$ cat src/rtl/trap_pkg.sv
// Shared types for the trap controller: exception IDs, CSR selects and
// the link register numbers. Assumes 32-byte handler slots.
package trap_pkg;
    typedef enum logic [2:0] {
        EID_RESET = 3'd0,
        EID_BREAK = 3'd1,
        EID_IBUS  = 3'd2,
        EID_WATCH = 3'd3,
        EID_DBUS  = 3'd4,
        EID_DIVZ  = 3'd5,
        EID_IRQ   = 3'd6,
        EID_SCALL = 3'd7
    } eid_t;

    typedef enum logic [1:0] {
        CSEL_IE   = 2'd0,
        CSEL_IP   = 2'd1,
        CSEL_EBA  = 2'd2,
        CSEL_DEBA = 2'd3
    } csel_t;

    localparam logic [4:0] LINK_EXC = 5'd30;
    localparam logic [4:0] LINK_BRK = 5'd31;
    localparam int unsigned SLOT_SHIFT = 5;
    localparam int unsigned NUM_REQ = 4;
endpackage

$ cat src/rtl/trap_arbiter.sv
// Fixed-priority pick among trap requests. req[0] is the highest priority.
// The order is data bus error, divide by zero, system call, breakpoint.
// Purely combinational; assumes NUM_REQ matches the ID table below.
module trap_arbiter
    import trap_pkg::*;
(
    input  logic [NUM_REQ-1:0] req,
    output logic               valid,
    output eid_t               id,
    output logic               is_brk
);
    // Maps a request position to its exception ID.
    function automatic eid_t id_of(input int unsigned idx);
        case (idx)
            0:       return EID_DBUS;
            1:       return EID_DIVZ;
            2:       return EID_SCALL;
            default: return EID_BREAK;
        endcase
    endfunction

    // Scans from lowest to highest priority so the highest one wins last.
    always_comb begin
        valid = 1'b0;
        id    = EID_RESET;
        for (int i = NUM_REQ - 1; i >= 0; i--) begin
            if (req[i]) begin
                valid = 1'b1;
                id    = id_of(i);
            end
        end
        is_brk = valid && (id == EID_BREAK);
    end
endmodule

$ cat src/rtl/trap_csr_regs.sv
// Interrupt enable, pending, exception base and debug base registers.
// Trap entry and return update IE. The caller resolves precedence, so at
// most one of trap_take, ret_take and csr_we is set in a cycle.
// Pending bits are set by pulses and cleared by write-one.
module trap_csr_regs
    import trap_pkg::*;
#(
    parameter int unsigned XLEN       = 32,
    parameter int unsigned IRQ_W      = 32,
    parameter int unsigned ALIGN_BITS = 8
) (
    input  logic             clk,
    input  logic             rst_n,
    input  logic             trap_take,
    input  logic             trap_brk,
    input  logic             ret_take,
    input  logic             ret_brk,
    input  logic             csr_we,
    input  csel_t            csr_sel,
    input  logic [XLEN-1:0]  csr_wdata,
    input  logic [IRQ_W-1:0] irq_set,
    output logic [2:0]       ie,
    output logic [IRQ_W-1:0] ip,
    output logic [XLEN-1:0]  eba,
    output logic [XLEN-1:0]  deba
);
    localparam int unsigned BASE_W = XLEN - ALIGN_BITS;

    logic [2:0]       ie_n;
    logic [IRQ_W-1:0] ip_n;
    logic [IRQ_W-1:0] clr_mask;

    // Next IE: the trap shuffle, the return restore, or a direct write.
    always_comb begin
        ie_n = ie;
        if (trap_take) begin
            ie_n = trap_brk ? {ie[0], 2'b00} : {1'b0, ie[0], 1'b0};
        end else if (ret_take) begin
            ie_n = ret_brk ? {2'b00, ie[2]} : {2'b00, ie[1]};
        end else if (csr_we && csr_sel == CSEL_IE) begin
            ie_n = csr_wdata[2:0];
        end
    end

    // Next IP: write-one-to-clear, with new set pulses taking precedence.
    always_comb begin
        clr_mask = (csr_we && csr_sel == CSEL_IP) ? csr_wdata[IRQ_W-1:0] : '0;
        ip_n     = (ip & ~clr_mask) | irq_set;
    end

    // State update for IE and IP.
    always_ff @(posedge clk) begin
        if (!rst_n) begin
            ie <= '0;
            ip <= '0;
        end else begin
            ie <= ie_n;
            ip <= ip_n;
        end
    end

    // Base registers keep only the bits above the slot alignment.
    always_ff @(posedge clk) begin
        if (!rst_n) begin
            eba  <= '0;
            deba <= '0;
        end else if (csr_we) begin
            if (csr_sel == CSEL_EBA)
                eba <= {csr_wdata[XLEN-1 -: BASE_W], {ALIGN_BITS{1'b0}}};
            if (csr_sel == CSEL_DEBA)
                deba <= {csr_wdata[XLEN-1 -: BASE_W], {ALIGN_BITS{1'b0}}};
        end
    end
endmodule

$ cat src/rtl/trap_ctrl.sv
// Trap entry and return controller. Picks one trap request by priority,
// then registers the link-register write, the handler address and the ID.
// The result appears one clock after the request. A trap cycle drops any
// return or CSR write; a restoring return drops a CSR write.
// Assumes ALIGN_BITS covers the 8 slots of 32 bytes.
module trap_ctrl
    import trap_pkg::*;
#(
    parameter int unsigned XLEN       = 32,
    parameter int unsigned IRQ_W      = 32,
    parameter int unsigned ALIGN_BITS = 8
) (
    input  logic             clk,
    input  logic             rst_n,
    input  logic             trap_dbe_i,
    input  logic             trap_dz_i,
    input  logic             trap_sc_i,
    input  logic             trap_bp_i,
    input  logic [XLEN-1:0]  trap_pc_i,
    input  logic             ret_i,
    input  logic [4:0]       ret_reg_i,
    input  logic             csr_we_i,
    input  logic [1:0]       csr_sel_i,
    input  logic [XLEN-1:0]  csr_wdata_i,
    input  logic [IRQ_W-1:0] irq_set_i,
    output logic             redirect_o,
    output logic [XLEN-1:0]  redirect_pc_o,
    output logic [2:0]       exc_id_o,
    output logic             rf_we_o,
    output logic [4:0]       rf_waddr_o,
    output logic [XLEN-1:0]  rf_wdata_o,
    output logic [2:0]       ie_o,
    output logic [IRQ_W-1:0] ip_o,
    output logic [XLEN-1:0]  eba_o,
    output logic [XLEN-1:0]  deba_o
);
    localparam int unsigned MIN_ALIGN = SLOT_SHIFT + 3;

    // Elaboration-time guard on the parameter relationships.
    generate
        if (ALIGN_BITS < MIN_ALIGN || IRQ_W > XLEN) begin : g_bad_cfg
            initial $error("trap_ctrl: ALIGN_BITS or IRQ_W out of range");
        end
    endgenerate

    logic [NUM_REQ-1:0] req;
    logic               trap_valid;
    eid_t               trap_id;
    logic               trap_brk;
    logic               ret_hit;
    logic               ret_brk;
    logic               ret_take;
    logic               csr_take;
    logic [XLEN-1:0]    vec_base;
    logic [XLEN-1:0]    vec_addr;

    // Request vector in priority order, highest first.
    assign req = {trap_bp_i, trap_sc_i, trap_dz_i, trap_dbe_i};

    trap_arbiter u_arb (
        .req    (req),
        .valid  (trap_valid),
        .id     (trap_id),
        .is_brk (trap_brk)
    );

    // Resolve returns and CSR writes against a concurrent trap.
    always_comb begin
        ret_brk  = (ret_reg_i == LINK_BRK);
        ret_hit  = ret_i && ((ret_reg_i == LINK_EXC) || ret_brk);
        ret_take = ret_hit && !trap_valid;
        csr_take = csr_we_i && !trap_valid && !ret_take;
    end

    trap_csr_regs #(
        .XLEN       (XLEN),
        .IRQ_W      (IRQ_W),
        .ALIGN_BITS (ALIGN_BITS)
    ) u_csr (
        .clk       (clk),
        .rst_n     (rst_n),
        .trap_take (trap_valid),
        .trap_brk  (trap_brk),
        .ret_take  (ret_take),
        .ret_brk   (ret_brk),
        .csr_we    (csr_take),
        .csr_sel   (csel_t'(csr_sel_i)),
        .csr_wdata (csr_wdata_i),
        .irq_set   (irq_set_i),
        .ie        (ie_o),
        .ip        (ip_o),
        .eba       (eba_o),
        .deba      (deba_o)
    );

    // Handler address: class base plus the ID scaled to a slot.
    always_comb begin
        vec_base = trap_brk ? deba_o : eba_o;
        vec_addr = vec_base + (XLEN'(trap_id) << SLOT_SHIFT);
    end

    // Registered redirect and link write; the pulses last one cycle.
    always_ff @(posedge clk) begin
        if (!rst_n) begin
            redirect_o    <= 1'b0;
            rf_we_o       <= 1'b0;
            redirect_pc_o <= '0;
            exc_id_o      <= EID_RESET;
            rf_waddr_o    <= '0;
            rf_wdata_o    <= '0;
        end else begin
            redirect_o <= trap_valid;
            rf_we_o    <= trap_valid;
            if (trap_valid) begin
                redirect_pc_o <= vec_addr;
                exc_id_o      <= trap_id;
                rf_waddr_o    <= trap_brk ? LINK_BRK : LINK_EXC;
                rf_wdata_o    <= trap_pc_i;
            end
        end
    end
endmodule

$ cat config.mk
export PLATFORM = sky130hd
export DESIGN_NAME = trap_ctrl
export DESIGN_NICKNAME = d
export VERILOG_FILES = /design/src/rtl/trap_pkg.sv /design/src/rtl/trap_arbiter.sv /design/src/rtl/trap_csr_regs.sv /design/src/rtl/trap_ctrl.sv
export SDC_FILE = /design/constraint.sdc
export NUM_CORES = 1
export LEC_CHECK = 0
export BUFFER_PORTS_ARGS = -buffer_cell sky130_fd_sc_hd__buf_2
export CAP_MARGIN = 25
export CORE_ASPECT_RATIO = 0.5
export CORE_MARGIN = 1.5
export CORE_UTILIZATION = 35
export DETAILED_ROUTE_END_ITERATION = 8
export PLACE_DENSITY_LB_ADDON = 0.3
export SYNTH_ARGS = -nofsm -noshare
export SYNTH_HDL_FRONTEND = slang
export SYNTH_HIERARCHICAL = 1
export SYNTH_SLANG_ARGS = --single-unit
$ cat constraint.sdc
create_clock -name clk -period 2.3 [get_ports clk]
set_clock_uncertainty 0.15 [all_clocks]
set_input_delay 0.23 -clock clk [delete_from_list [all_inputs] [get_ports clk]]
set_output_delay 0.23 -clock clk [all_outputs]
set_load 0.03 [all_outputs]
==> metrics <==
CTS sink count 153; # H-tree levels 4; # IOs 284; area of the die 20900 sq um; cell taking the most area after synthesis dfxtp_1; Placement Cell Area 8640 sq um; Metal-1 WL 10300 um; slowest cell on the critical path or3_4; Critical Path Max Stage Delay 0.42 ns; dpl hpwl 15900 um; Final Util 52.0%; Post-synth top flop dfxtp_1; Die Y 103 um; maximum vdd drop 462 uV; finished layout cell area 10100 sq um; R2R Setup Slk 0.85 ns; final layout net count 1234; DR pass1 iterations 5; FF+latch count, synth 153; number of global-route vias before repair 6136; most frequent cell after synthesis dfxtp_1; crit share post-route 81.9%; Slew Viols, Final 0; Avg Cell Area, Syn 9.21 sq um; core area 19500 sq um; async set or reset register ratio after synthesis 0%; leakage power 4.78 nW; initial antenna violation count 0; Critical Path End Type register; Mapped Cells 760; GRT Util Overall 20.8%; Critical Setup Path Class primary input to register; Final ANT Viol Nets 0; Met2 Wirelength 10100 um; Clock Tree Root clkbuf_16; initial DRC count 472; pre-CTS setup slack 0.00994 ns; clk slew on worst S/H paths 0.06 ns; synth cell count leaders dfxtp_1 (153), nand2_1 (111), nor2_1 (64), mux2i_1 (61), a21oi_1 (59); Worst-Skew Late Latency 0.42 ns; FMAX 531 MHz; routed via count 6754; Worst EP required 2.46 ns; PortBufs 267; Post-synth EDFFs 0; Startpoint Class primary input; # rows 36; Clock Path Buffers 2; top area cells in the synthesized netlist dfxtp_1 (44%), mux2i_1 (8.7%), nand2_1 (6.0%); Min-Delay Path Class primary input to register; layout cell share with drive strength beyond 1 34.0%; pin count of the biggest net entering global routing 50; maxcap violations 0; final setup violation count 0; DR DRC count 0; final hold vios 0; Cell variety after synth 67; unrepaired setup endpoints after global routing no; Pwr per Cell Area 639 nW/um^2; Max Used Layer met4; die width 203 um; total power 6.49 mW; CTS tree built; Avg Vias per Cell 4.83; Routed WL per cell 16.0 um; Synth Warn # 6; P&R area growth vs syn 45.0%; setup ws final 0.417 ns; Routed WL 22300 um; worst-margin pin slew 0.725 ns; Initial Util 35.9%; post-synth top area share 43.8%; Max FO, Critical Path 18; grt ovf 0; global placement routability congestion 0.825; worst path cell trace buf_2, or3_4, nand2b_4, clkinv_2, o211a_1, and3b_4, buf_12, a21boi_2, o21a_1; total CTS buffers 17; hold_ws 0.0175 ns; post-synthesis sequential area ratio 43.8%; Met3 Wirelength 1630 um; Worst Path Arrival 2.04 ns; outcome finished, final reports clean; Filler cells 1741; Synth Cell Area 7000 sq um; global-route wire length before repair 33500 um; relative slew slack 51.7%; # diodes 0; post-route minimum period 1.88 ns
==> power breakdown <==
part | switching [mW] | leakage [nW] | total [mW] | internal [mW]
registers | 0.0508 | 1.26 | 2.80 | 2.75
logic | 0.536 | 3.25 | 0.920 | 0.384
clock network | 1.12 | 0.276 | 2.77 | 1.65
total | 1.70 | 4.78 | 6.49 | 4.78
==> cell type report <==
type	count	area [sq um]	area share, %
multi-input cells	545	3550	35.0
flip-flops and latches	153	3060	30.2
repair buffers	391	2570	25.4
clock buffers	21	460	4.54
well taps	266	333	3.28
clock inverters	10	119	1.17
inverters	11	42.5	0.419
==> timing repair <==
item | 4_1_cts | 5_1_grt
hold endpoints to repair | 112 | 0
buffers inserted | 0 | 0
hold buffers | 93 | 0
resized for setup | 0 | 0
==> sequential cells by signal (all words and copies together) (netlist names) <==
signal and count:
exc_id_o 3, redirect_pc_o 32, rf_waddr_o 2, rf_wdata_o 32, rf_we_o 1, u_csr/deba 24
u_csr/eba 24, u_csr/ie 3, u_csr/ip 32
==> critical path: cells and delay by family <==
family	cells	cell delay, ns
AND/OR/NAND/NOR	3	0.89
AO/OA/AOI/OAI	3	0.54
buffers and inverters	3	0.36
==> cell families (layout without fill, tap and decap cells) <==
logic type	after synthesis	in the layout	share of synthesized area [%]
AO/OA/AOI/OAI	175	175	18.9
adder cells (fa/ha/maj)	4	4	0.823
XOR/XNOR	8	8	1.00
flip-flops	153	153	43.8
AND/OR/NAND/NOR	272	272	18.7
multiplexers	70	70	10.2
other	1	16	0.0536
buffers and inverters	77	433	6.60
==> placed cells by master (no fill, tap or decap), types with 4 or more instances in the layout <==
master           n
a211o_1          4
a211oi_1         8
a21boi_2        30
a21oi_1         59
and2_1           4
and3_1           8
buf_12           6
buf_2          267
buf_4           25
clkbuf_16       17
conb_1          16
dfxtp_1        153
dlygate4sd3_1   93
inv_1            9
mux2_2           9
mux2i_1         61
nand2_1        111
nand3_1         36
nand3b_1         9
nand4_1          8
nor2_1          63
nor3_1           5
o21a_1          33
o21ai_0         11
xnor2_1          5
==> path summary, 6_finish.rpt <==
check / from / end / depth (start not counted)
worst max-delay path: trap_dbe_i / u_csr/ip[25] / 9
worst min-delay path: csr_wdata_i[1] / u_csr/ie[1] / 3
worst max register to register: u_csr/deba[18] / redirect_pc_o[28] / 5
worst min register to register: redirect_pc_o[12] / redirect_pc_o[12] / 2
==> metal layers <==
layer	track usage [%]	up-vias
met5	0	-
met4	5.64	0
met3	5.34	23
met2	33.5	248
met1	27.8	3123
li1	-	3360
==> stage by stage <==
stage | instances | setup TNS [ns]
global route | 1397 | 0
CTS | 1397 | 0
detailed placement | 1273 | 0
floorplan | 775 | -0.0224
global placement | 1273 | 0
finish | 1397 | 0
(Power assumes the default switching activity.)
